==> src/rtl/trace_unpack_pkg.sv <==
package trace_unpack_pkg;

  localparam int PKT_W  = 16;
  localparam int PST_W  = 3;
  localparam int SLOT_W = 2;

  typedef enum logic [1:0] {
    PW_4   = 2'b00,
    PW_8   = 2'b01,
    PW_16  = 2'b10,
    PW_16B = 2'b11
  } port_mode_e;

  typedef struct packed {
    logic [PST_W-1:0] pstat;
    logic [PKT_W-1:0] pkt;
    logic             sync;
    logic             trig;
  } entry_t;

  // number of entries packed in one word for a given port mode
  function automatic logic [SLOT_W-1:0] slots_per_word(port_mode_e m);
    case (m)
      PW_4:    return SLOT_W'(3);
      PW_8:    return SLOT_W'(2);
      default: return SLOT_W'(1);
    endcase
  endfunction

endpackage

==> src/rtl/tu_slot_extract.sv <==
module tu_slot_extract
  import trace_unpack_pkg::*;
#(
  parameter int WORD_W = 32
) (
  input  logic [WORD_W-1:0] word_i,
  input  port_mode_e        mode_i,
  input  logic [SLOT_W-1:0] slot_i,
  output entry_t            raw_o
);
  localparam int OFF_W = $clog2(WORD_W);
  localparam int RAW_W = PST_W + PKT_W + 1;

  logic [OFF_W-1:0] off;
  logic [RAW_W-1:0] raw;

  // bit offset of the selected slot: 8 per slot for 4-bit, 12 per slot for 8-bit
  always_comb begin
    case (mode_i)
      PW_4:    off = OFF_W'({slot_i, 3'b000});
      PW_8:    off = OFF_W'({slot_i, 3'b000}) + OFF_W'({slot_i, 2'b00});
      default: off = '0;
    endcase
  end

  assign raw = RAW_W'(word_i >> off);

  always_comb begin
    raw_o       = '0;
    raw_o.pstat = raw[PST_W-1:0];
    case (mode_i)
      PW_4: begin
        raw_o.pkt  = PKT_W'(raw[PST_W+3:PST_W]);
        raw_o.sync = raw[PST_W+4];
      end
      PW_8: begin
        raw_o.pkt  = PKT_W'(raw[PST_W+7:PST_W]);
        raw_o.sync = raw[PST_W+8];
      end
      default: begin
        raw_o.pkt  = raw[PST_W+PKT_W-1:PST_W];
        raw_o.sync = raw[PST_W+PKT_W];
      end
    endcase
  end

endmodule

==> src/rtl/tu_trig_fix.sv <==
module tu_trig_fix
  import trace_unpack_pkg::*;
#(
  parameter logic [2:0] TRIG_CODE = 3'b110
) (
  input  entry_t raw_i,
  output entry_t ent_o
);
  always_comb begin
    ent_o      = raw_i;
    ent_o.trig = 1'b0;
    if (raw_i.pstat == TRIG_CODE) begin
      ent_o.pstat = raw_i.pkt[PST_W-1:0];
      ent_o.trig  = 1'b1;
    end
  end
endmodule

==> src/rtl/tu_slot_seq.sv <==
module tu_slot_seq
  import trace_unpack_pkg::*;
(
  input  logic              clk,
  input  logic              rst_n,
  input  port_mode_e        mode_i,
  input  logic              in_valid_i,
  input  logic              out_ready_i,
  output logic [SLOT_W-1:0] slot_o,
  output logic              in_ready_o,
  output logic              out_valid_o
);
  logic [SLOT_W-1:0] slot_q;
  logic [SLOT_W-1:0] last_slot;
  logic              at_last;
  logic              take;

  assign last_slot   = slots_per_word(mode_i) - SLOT_W'(1);
  assign at_last     = (slot_q >= last_slot);
  assign out_valid_o = in_valid_i;
  assign in_ready_o  = out_ready_i && at_last;
  assign take        = in_valid_i && out_ready_i;
  assign slot_o      = slot_q;

  always_ff @(posedge clk or negedge rst_n) begin
    if (!rst_n)       slot_q <= '0;
    else if (take)    slot_q <= at_last ? '0 : slot_q + SLOT_W'(1);
  end

  // once a word is consumed the next one starts at its first slot
  a_r6_word_restart: assert property (@(posedge clk) disable iff (!rst_n)
    in_valid_i && in_ready_o |=> slot_q == '0);

  // an accepted entry that is not the last moves one slot up
  a_r5_slot_step: assert property (@(posedge clk) disable iff (!rst_n)
    in_valid_i && out_ready_i && !in_ready_o |=> slot_q == $past(slot_q) + SLOT_W'(1));

  // a stalled entry keeps its slot
  a_r8_stall_hold: assert property (@(posedge clk) disable iff (!rst_n)
    out_valid_o && !out_ready_i |=> $stable(slot_q));

  // word release requires downstream acceptance
  a_r6_ready_needs_accept: assert property (@(posedge clk) disable iff (!rst_n)
    in_ready_o |-> out_ready_i);

endmodule

==> src/rtl/trace_unpack.sv <==
module trace_unpack
  import trace_unpack_pkg::*;
#(
  parameter int         WORD_W    = 32,
  parameter logic [2:0] TRIG_CODE = 3'b110
) (
  input  logic              clk,
  input  logic              rst_n,
  input  logic [1:0]        port_mode,
  input  logic              word_valid,
  input  logic [WORD_W-1:0] word_data,
  output logic              word_ready,
  output logic              ent_valid,
  input  logic              ent_ready,
  output logic [PST_W-1:0]  ent_pstat,
  output logic [PKT_W-1:0]  ent_pkt,
  output logic              ent_sync,
  output logic              ent_trig
);
  port_mode_e        mode;
  logic [SLOT_W-1:0] slot;
  entry_t            raw_ent;
  entry_t            ent;

  assign mode = port_mode_e'(port_mode);

  tu_slot_seq u_seq (
    .clk        (clk),
    .rst_n      (rst_n),
    .mode_i     (mode),
    .in_valid_i (word_valid),
    .out_ready_i(ent_ready),
    .slot_o     (slot),
    .in_ready_o (word_ready),
    .out_valid_o(ent_valid)
  );

  tu_slot_extract #(.WORD_W(WORD_W)) u_extract (
    .word_i(word_data),
    .mode_i(mode),
    .slot_i(slot),
    .raw_o (raw_ent)
  );

  tu_trig_fix #(.TRIG_CODE(TRIG_CODE)) u_trig (
    .raw_i(raw_ent),
    .ent_o(ent)
  );

  assign ent_pstat = ent.pstat;
  assign ent_pkt   = ent.pkt;
  assign ent_sync  = ent.sync;
  assign ent_trig  = ent.trig;

  // narrow packet fields reach the port zero-extended
  a_r7_zext_4: assert property (@(posedge clk) disable iff (!rst_n)
    ent_valid && mode == PW_4 |-> ent_pkt[PKT_W-1:4] == '0);
  a_r7_zext_8: assert property (@(posedge clk) disable iff (!rst_n)
    ent_valid && mode == PW_8 |-> ent_pkt[PKT_W-1:8] == '0);

  // a stalled entry keeps its fields while the word is held
  a_r8_entry_stable: assert property (@(posedge clk) disable iff (!rst_n)
    ent_valid && !ent_ready |=> !word_valid || ($stable(ent_pstat) && $stable(ent_pkt)
                                               && $stable(ent_sync) && $stable(ent_trig)));

endmodule

==> config.mk <==
export PLATFORM = sky130hd
export DESIGN_NAME = trace_unpack
export DESIGN_NICKNAME = d
export VERILOG_FILES = /design/src/rtl/trace_unpack_pkg.sv /design/src/rtl/tu_slot_extract.sv /design/src/rtl/tu_trig_fix.sv /design/src/rtl/tu_slot_seq.sv /design/src/rtl/trace_unpack.sv
export SDC_FILE = /design/constraint.sdc
export NUM_CORES = 1
export LEC_CHECK = 0
export ABC_AREA = 1
export CORE_ASPECT_RATIO = 2
export CORE_MARGIN = 2
export CORE_UTILIZATION = 46
export CTS_CLUSTER_DIAMETER = 80
export DETAILED_ROUTE_END_ITERATION = 6
export GPL_TIMING_DRIVEN = 0
export MAX_ROUTING_LAYER = met4
export PLACE_DENSITY = 0.84
export SYNTH_ARGS = -nofsm -noshare
export SYNTH_HDL_FRONTEND = slang
export SYNTH_HIERARCHICAL = 1
export SYNTH_SLANG_ARGS = --single-unit
==> constraint.sdc <==
create_clock -name clk -period 5.4 [get_ports clk]
set_input_delay 1.62 -clock clk [delete_from_list [all_inputs] [get_ports clk]]
set_output_delay 1.62 -clock clk [all_outputs]
set_load 0.1 [all_outputs]
* Yosys cells after proc, flatten, opt, wreduce, memory -nomap -nowiden *
Cells that the tools add are included.

storage, ports and cells
  word-level logic and storage cells = 17
  register bits after elaboration = 2
  bits of input ports = 38

operators by class
  order comparisons = 1
  shift-type cells = 1
  reduce and logical (&&, ||, !) cells = 3
  equal/unequal tests = 2
  add/sub/neg operators = 3
  mux-type cells = 6

operators by type and width
  kind                   number
  $pmux W17 S2           1
  $shr A32 B5 Y20        1
  $pmux W5 S2            1
  $add A5 B4 Y5          1
  $pmux W2 S2            1
  $eq A3 B3 Y1 const B   1
  $mux W3                1
  $add A2 B1 Y2 const B  1
  $eq A2 B1 Y1 const B   1
  $ge A2 B2 Y1           1
  $logic_and A1 B1 Y1    2
  $logic_not A2 Y1       1
  $mux W2                1
  $sub A2 B1 Y2 const B  1
  $mux W1                1

* Longest topological paths before layout *
Gate-level depths: netlist (run 1).

  word-level depth = 5
  depth in mapped cells = 14

* Modules after synthesis *
Netlist (run 1), hierarchy kept.

by module, submodules not included
  module           area an instance (µm²)  cells an instance  sequential area each (µm²)  times used
  tu_slot_extract  1,023.5                 211                0.0                         1
  tu_trig_fix      188.9                   29                 0.0                         1
  tu_slot_seq      180.2                   28                 50.0                        1

* Worst setup path after synthesis (run 1) *
Ideal clock, no wire load.

  kind = input to output
  start = input port_mode[0]
  end = output ent_trig
  slack = -220 ps
  stages = 10
  data arrival time = 4,000 ps
  buffers on the path = 3
  path through = buf_6 -> nor2_4 -> nand2_1 -> o21ai_2 -> inv_2 -> buf_4 -> buf_6 -> o21ai_1 -> inv_1 -> nor3_2

RTL lines
  item             RTL line            source
  start, declared  trace_unpack.sv:9   input logic [1:0] port_mode,
  end, declared    trace_unpack.sv:18  output logic ent_trig

* Worst setup path in the final report (run 1) *
  start = input port_mode[1]
  end = output word_ready

on the way
  longest elaborated chain between the ends = 5
  elaborated cells between the ends (all ways) = 6
  classes of those cells = add/sub: 1; order compare: 1; eq/ne: 1; mux: 1; reduce/logical: 2

ends and longest elaborated chain
  item                                              RTL line                source
  $eq A2 B1 Y1 or $logic_not A2 Y1 (tied branches)  trace_unpack_pkg.sv:23  case (m)
  $pmux W2 S2 *                                     trace_unpack_pkg.sv:23
  $sub A2 B1 Y2 *                                   tu_slot_seq.sv:18       assign last_slot = slots_per_word(mode_i) - SLOT_W'(1);
  $ge A2 B2 Y1 *                                    tu_slot_seq.sv:19       assign at_last = (slot_q >= last_slot);
  $logic_and A1 B1 Y1 *                             tu_slot_seq.sv:21       assign in_ready_o = out_ready_i && at_last;
  end, declared                                     trace_unpack.sv:12      output logic word_ready,

Mark *: on every way between the ends. The rest lies on a longest branch, timed or not.

==> results of run 1 <==
## worst min-delay path, stage by stage (launching register included)
cell and delay, ns:
sky130_fd_sc_hd__dfrtp_1 0.38, sky130_fd_sc_hd__nand4_1 0.10, sky130_fd_sc_hd__nand2_1 0.07, sky130_fd_sc_hd__nor2b_1 0.04
## metrics by stage
| step | hold slack, ns | total power [mW] |
|---|---|---|
| after floorplan | 0.555 | 0.839 |
| after global placement | 0.590 | 1.05 |
| after detailed placement | 0.614 | 1.06 |
| after CTS | 0.640 | 1.13 |
| after global routing | 0.673 | 1.23 |
| final | 0.627 | 1.17 |
## path summary, 6_finish.rpt
kind                            slack, ns         endpoint  cells past startpoint            start
worst max-delay path                 0.13       word_ready                      8     port_mode[1]
min in group asynchronous            1.59  u_seq/slot_o[0]                      1            rst_n
max in group asynchronous            3.68  u_seq/slot_o[1]                      1            rst_n
worst max register to register       4.14  u_seq/slot_o[1]                      5  u_seq/slot_o[1]
worst min register to register       0.63  u_seq/slot_o[1]                      3  u_seq/slot_o[0]
worst min-delay path                 0.63  u_seq/slot_o[1]                      3  u_seq/slot_o[0]
## area by class of cell
cell class	count	area, um^2
multi-input combinational	197	1010
fill	274	786
timing repair buffer	65	599
buffer	33	246
inverter	34	135
sequential	2	50.0
clock buffer	3	41.3
tap	30	37.5
## cells in the final DEF, fill, tap and decap left out, types with 2 or more instances in the layout
master	count
sky130_fd_sc_hd__a21oi_1	10
sky130_fd_sc_hd__buf_12	3
sky130_fd_sc_hd__buf_2	21
sky130_fd_sc_hd__buf_4	25
sky130_fd_sc_hd__buf_6	5
sky130_fd_sc_hd__clkbuf_2	2
sky130_fd_sc_hd__clkbuf_8	3
sky130_fd_sc_hd__clkdlybuf4s50_1	36
sky130_fd_sc_hd__dfrtp_1	2
sky130_fd_sc_hd__dlygate4sd2_1	2
sky130_fd_sc_hd__ha_1	3
sky130_fd_sc_hd__inv_1	27
sky130_fd_sc_hd__inv_2	4
sky130_fd_sc_hd__nand2_1	83
sky130_fd_sc_hd__nand2_2	4
sky130_fd_sc_hd__nand3_1	20
sky130_fd_sc_hd__nand4_1	9
sky130_fd_sc_hd__nor2_1	13
sky130_fd_sc_hd__o211ai_1	10
sky130_fd_sc_hd__o21ai_0	22
sky130_fd_sc_hd__o21ai_1	8
sky130_fd_sc_hd__o21ai_4	3
sky130_fd_sc_hd__o22ai_1	2
## routing by layer
metal / share of wire (%) / vias to the layer above / wire length (um)
met4: 5.9 / 0 / 289
li1: - / 989 / -
met1: 33 / 880 / 1630
met5: 0 / - / 0
met3: 3.7 / 29 / 182
met2: 57 / 90 / 2800
## where the power goes
part | internal (mW) | total (mW) | switching [mW]
Clock | 0.0471 | 0.0582 | 0.0111
Combinational | 0.307 | 1.08 | 0.772
Sequential | 0.0216 | 0.0303 | 0.00868
Total | 0.375 | 1.17 | 0.792
## timing repair
action                     4_1_cts  5_1_grt
setup buffers                    2        2
cloned                           0        1
gates resized for setup        124       20
pin swaps                        1        3
hold buffers                     0        0
hold endpoints to repair         0        0
setup endpoints to repair       22       22
==> flow_summary.rst, run 1 <==
.. list-table::
   :header-rows: 1

   * - Metric
     - Value
   * - I/O Buffers
     - 60
   * - Global routing usage on met2
     - 57.3%
   * - Number of max-cap violations
     - 0
   * - Power Dens Cells
     - 550 nW/um^2
   * - F_max
     - 190 MHz
   * - Number of remaining DRC errors
     - 0
   * - Layout cells sized above 1
     - 24.0%
   * - Post-Syn Area
     - 1380 um^2
   * - Final Setup Violations
     - 0
   * - Final max-slew violation count
     - 0
   * - CP max stage cell
     - sky130_fd_sc_hd__dlygate4sd2_1
   * - Data required, critical path
     - 3.78 ns
   * - Count of placed standard cells including taps
     - 356
   * - Number of inserted diodes
     - 0
   * - Final hold vios
     - 0
   * - Kind of start point of the critical path
     - input port
   * - Via count of the first global-routing pass
     - 1,970
   * - Number of standard cells in the layout, taps in and fillers out
     - 364
   * - Vias per inst
     - 5.46
   * - TritonCTS clock tree
     - built
   * - Warnings from Yosys
     - 6
   * - Critical path buffer and inverter count
     - 3
   * - Level count of the clock H-tree
     - 1
   * - Min cycle time layout
     - 5.27 ns
   * - Chip width
     - 42.8 um
   * - Crit. End Element
     - primary output
   * - Final cell utilization of the core
     - 73.0%
   * - GRT Max-Usage Layer
     - met2
   * - Flip-flop count of the largest register after layout
     - 2
   * - Top-level I/O count
     - 61
   * - Detailed Route WL
     - 4.90 mm
   * - Data arrival at the endpoint of the critical path
     - 3.65 ns
   * - Relative area change from synthesis to final layout
     - 53.6%
   * - Initial antenna violation count
     - 0
   * - Leakage dissipation
     - 1.13 nW
   * - Die area
     - 3480 um^2
   * - Delay contributed by the slowest stage of the critical path
     - 0.85 ns
   * - DP Area
     - 2030 um^2
   * - Final setup margin
     - 0.128 ns
   * - Critical path cell sequence
     - dlygate4sd2_1 -> or2_1 -> ha_1 -> nand2_1 -> nand3_1 -> nand2_1 -> inv_1 -> dlygate4sd2_1
   * - Mapped Cells
     - 266
   * - Final period util
     - 97.6%
   * - Worst VDD drop
     - 0.590 mV
   * - Number of clock sinks seen by CTS
     - 2
   * - Critical-path maximum fanout
     - 6
   * - Antenna viol nets, final
     - 0
   * - Worst Path Class, Setup
     - input port to primary output
   * - Root Driver
     - sky130_fd_sc_hd__clkbuf_8
   * - GR met3 Demand/Resource
     - 3.08%
   * - Count of nets after finishing
     - 377
   * - Net count of the mapped netlist
     - 307
   * - Final Cell Area
     - 2120 um^2
   * - Wire length per cell
     - 13.5 um
   * - Placement row count
     - 28
   * - DP Wirelength
     - 3.78 mm
   * - Path category of the worst min-delay check
     - flip-flop to flip-flop
   * - Die height
     - 81.5 um
   * - Mean Syn Cell Area
     - 5.19 um^2
   * - Largest net degree at the start of global routing
     - 11
   * - Maximum number of buffers from clock root to sink
     - 2
   * - Placement Setup Slack
     - -1.20 ns
   * - Initial core utilization
     - 47.5%
   * - TritonRoute pass-1 iters
     - 4
   * - Maximum clock skew at final layout
     - 0.000805 ns
   * - Later-pin clock latency in the skew report
     - 0.21 ns
   * - Grt ovf
     - 0
   * - Setup tns final
     - 0 ns
   * - Setup repair after global routing missed its margin
     - false
   * - First DRT Iteration DRCs
     - 43
   * - Number of buffers added by the clock tree synthesis step
     - 3
   * - Grt met1 use
     - 26.2%
   * - Clock-pin slew of the registers on the worst-case setup and hold paths
     - 0.03 ns
   * - Outcome
     - finished, final reports clean
   * - Std-Cell Core Area
     - 2910 um^2
   * - GPL Wtd Cong
     - 0.958
   * - Global routing usage summed across all routing layers
     - 29.8%
   * - Family of cells with the greatest summed delay on the critical path
     - buffers and inverters
   * - Rel. slew slack
     - 35.5%
   * - Total vias in the final route
     - 1,988
   * - Worst Max-Slew Pin Slew
     - 0.964 ns
   * - Global-route wire length before repair
     - 8.02 mm
Note: power is estimated with default switching activity, not from simulation.
==> run 2: changes to the inputs <==
--- a/config.mk
+++ b/config.mk
@@ -6,7 +6,7 @@
 export NUM_CORES = 1
 export LEC_CHECK = 0
 export ABC_AREA = 1
-export CORE_ASPECT_RATIO = 2
+export CORE_ASPECT_RATIO = 0.5
 export CORE_MARGIN = 2
 export CORE_UTILIZATION = 46
 export CTS_CLUSTER_DIAMETER = 80
==> run 2 against run 1 <==
Clock skew grew 0.0016 ns. Non-clock buffer count did not move. Sequential power rose by 1%. Flip-flop and latch count unchanged. Count of clock-buffer cells in the layout stayed put. Register-to-register slack worse by 0.02 ns. Cell area decreased by 0.12%. Die area stayed put. Combinational power hardly changed. Critical path type unchanged. Highest routed layer unchanged.
==> flow_summary.rst, run 2 (synthesis gave the netlist of run 1 again) <==
.. list-table::
   :header-rows: 1

   * - Metric
     - Value
   * - Largest net degree at the start of global routing
     - 11 (unchanged)
   * - # fillers
     - 233 (was 274)
   * - Rel. slew slack
     - 35.7% (was 35.5%)
   * - Placement row count
     - 13 (was 28)
   * - Die area
     - 3480 um^2 (unchanged)
   * - Global routing usage summed across all routing layers
     - 29.2% (was 29.8%)
   * - First DRT Iteration DRCs
     - 169 (was 43)
   * - Crit. End Element
     - primary output (unchanged)
   * - Critical-path maximum fanout
     - 6 (unchanged)
   * - Level count of the clock H-tree
     - 1 (unchanged)
   * - Top-level I/O count
     - 61 (unchanged)
   * - Family of cells with the greatest summed delay on the critical path
     - buffers and inverters (unchanged)
   * - Placement Setup Slack
     - -1.18 ns (was -1.20 ns)
   * - Leakage dissipation
     - 1.12 nW (was 1.13 nW)
   * - Number of standard cells in the layout, taps in and fillers out
     - 372 (was 364)
   * - CP max stage cell
     - sky130_fd_sc_hd__dlygate4sd2_1 (unchanged)
   * - Number of remaining DRC errors
     - 0 (unchanged)
   * - Final period util
     - 99.0% (was 97.6%)
   * - Worst Max-Slew Pin Slew
     - 0.961 ns (was 0.964 ns)
   * - Kind of start point of the critical path
     - input port (unchanged)
   * - GPL Wtd Cong
     - 0.905 (was 0.958)
   * - Worst Path Class, Setup
     - input port to primary output (unchanged)
   * - Final cell utilization of the core
     - 78.0% (was 73.0%)
   * - Total vias in the final route
     - 2,033 (was 1,988)
   * - Data arrival at the endpoint of the critical path
     - 3.73 ns (was 3.65 ns)
   * - Top library cells by usage in the layout, fill and taps aside
     - sky130_fd_sc_hd__nand2_1 (85), sky130_fd_sc_hd__clkdlybuf4s50_1 (36), sky130_fd_sc_hd__inv_1 (27), sky130_fd_sc_hd__buf_4 (24), sky130_fd_sc_hd__o21ai_0 (23) (was sky130_fd_sc_hd__nand2_1 (83), sky130_fd_sc_hd__clkdlybuf4s50_1 (36), sky130_fd_sc_hd__inv_1 (27), sky130_fd_sc_hd__buf_4 (25), sky130_fd_sc_hd__o21ai_0 (22))
   * - Hold slack
     - 0.701 ns (was 0.627 ns)
   * - Layout cells sized above 1
     - 23.3% (was 24.0%)
   * - Commonest non-fill, non-tap cell in the layout
     - sky130_fd_sc_hd__nand2_1 (unchanged)
   * - Flip-flop count of the largest register after layout
     - 2 (unchanged)
   * - Maximum clock skew at final layout
     - 0.00241 ns (was 0.000805 ns)
   * - Relative area change from synthesis to final layout
     - 53.4% (was 53.6%)
   * - Power Dens Cells
     - 550 nW/um^2 (about the same)
   * - DP Wirelength
     - 3.67 mm (was 3.78 mm)
   * - Number of max-cap violations
     - 0 (unchanged)
   * - Grt ovf
     - 0 (unchanged)
   * - Total Power
     - 1.17 mW (about the same)
   * - Final Cell Area
     - 2120 um^2 (about the same)
   * - Outcome
     - finished, final reports clean (unchanged)
   * - Setup tns final
     - 0 ns (unchanged)
   * - Detailed Route WL
     - 5.29 mm (was 4.90 mm)
   * - Clock-pin slew of the registers on the worst-case setup and hold paths
     - 0.03 ns (about the same)
   * - Global-route wire length before repair
     - 7.80 mm (was 8.02 mm)
   * - Via count of the first global-routing pass
     - 1,791 (was 1,970)
   * - Later-pin clock latency in the skew report
     - 0.22 ns (was 0.21 ns)
   * - Count of nets after finishing
     - 378 (was 377)
   * - Delay contributed by the slowest stage of the critical path
     - 0.85 ns (about the same)
   * - Min cycle time layout
     - 5.35 ns (was 5.27 ns)
   * - Die height
     - 42.8 um (was 81.5 um)
   * - Number of inserted diodes
     - 0 (unchanged)
   * - F_max
     - 187 MHz (was 190 MHz)
   * - I/O Buffers
     - 60 (unchanged)
   * - Vias per inst
     - 5.47 (was 5.46)
   * - CTS Hold Buffers Added
     - 0 (unchanged)
   * - Final hold vios
     - 0 (unchanged)
   * - DP Area
     - 2030 um^2 (about the same)
   * - Wire length per cell
     - 14.2 um (was 13.5 um)
   * - Critical path cell sequence
     - dlygate4sd2_1 -> or2_1 -> ha_1 -> nand2_1 -> nand3_1 -> nand2_1 -> inv_1 -> dlygate4sd2_1 (unchanged)
   * - Final setup margin
     - 0.0538 ns (was 0.128 ns)
   * - Worst VDD drop
     - 0.445 mV (was 0.590 mV)
   * - TritonCTS clock tree
     - built (unchanged)
   * - Std-Cell Core Area
     - 2720 um^2 (was 2910 um^2)
   * - Chip width
     - 81.5 um (was 42.8 um)
   * - Antenna viol nets, final
     - 0 (unchanged)
   * - Data required, critical path
     - 3.78 ns (about the same)
   * - Root Driver
     - sky130_fd_sc_hd__clkbuf_8 (unchanged)
   * - Initial core utilization
     - 50.9% (was 47.5%)
   * - Critical path buffer and inverter count
     - 3 (unchanged)
   * - TritonRoute pass-1 iters
     - 4 (unchanged)
   * - Initial antenna violation count
     - 0 (unchanged)
   * - Maximum number of buffers from clock root to sink
     - 2 (unchanged)
   * - Count of placed standard cells including taps
     - 363 (was 356)
   * - Final max-slew violation count
     - 0 (unchanged)
   * - Number of buffers added by the clock tree synthesis step
     - 3 (unchanged)
   * - Final Setup Violations
     - 0 (unchanged)
   * - Number of clock sinks seen by CTS
     - 2 (unchanged)
   * - Path category of the worst min-delay check
     - flip-flop to flip-flop (unchanged)
-- run 2: cell types whose count changed in the layout (fill, tap and decap cells not counted), sizes merged --
| cell | delta |
|---|---|
| nand3 | +1 |
| clkdlybuf4s18 | -1 |
| buf | -1 |
| clkbuf | +1 |
| clkdlybuf4s15 | +1 |
-- run 2: layout make-up --
type	instances	area (um^2)	share of cell area (%)
buffer	33	241	11.4
clock buffer	3	41.3	1.95
timing repair buffer	65	598	28.2
multi-input combinational	198	1010	47.6
sequential	2	50.0	2.36
tap	37	46.3	2.18
inverter	34	133	6.26
-- run 2: layer usage --
metal / global-route usage, % / vias up / wire [um]
met3: 1.91 / 14 / 468
met4: 8.81 / 0 / 104
li1: - / 1002 / -
met5: - / - / 0
met2: 53.1 / 119 / 2530
met1: 34.6 / 898 / 2190
-- run 2: final timing paths --
kind	startpoint	end	slack, ns	depth (start not counted)
max in group asynchronous	rst_n	u_seq/slot_o[1]	3.71	1
hold / removal	u_seq/slot_o[0]	u_seq/slot_o[1]	0.70	3
setup / recovery	port_mode[1]	word_ready	0.05	8
hold reg to reg	u_seq/slot_o[0]	u_seq/slot_o[1]	0.70	3
setup reg to reg	u_seq/slot_o[1]	u_seq/slot_o[1]	4.12	5
min in group asynchronous	rst_n	u_seq/slot_o[0]	1.57	1
-- run 2: worst reg2reg max path, stage by stage (launching register included) --
cell                      delay (ns)
sky130_fd_sc_hd__dfrtp_1        0.42
sky130_fd_sc_hd__ha_1           0.34
sky130_fd_sc_hd__nand2_1        0.09
sky130_fd_sc_hd__nand3_1        0.11
sky130_fd_sc_hd__nand2_1        0.09
sky130_fd_sc_hd__nor2b_1        0.15
-- run 2: timing repair --
item	CTS	global route
pin swaps	2	3
setup buffers	2	2
endpoints found under the setup margin	22	20
gates resized for setup	114	19
cloned	0	2
-- run 2: power by group --
group	internal, mW	leakage, nW	total (mW)	switching [mW]
logic	0.300	1.08	1.07	0.775
clock network	0.0473	0.0216	0.0608	0.0135
registers	0.0216	0.0249	0.0307	0.00906
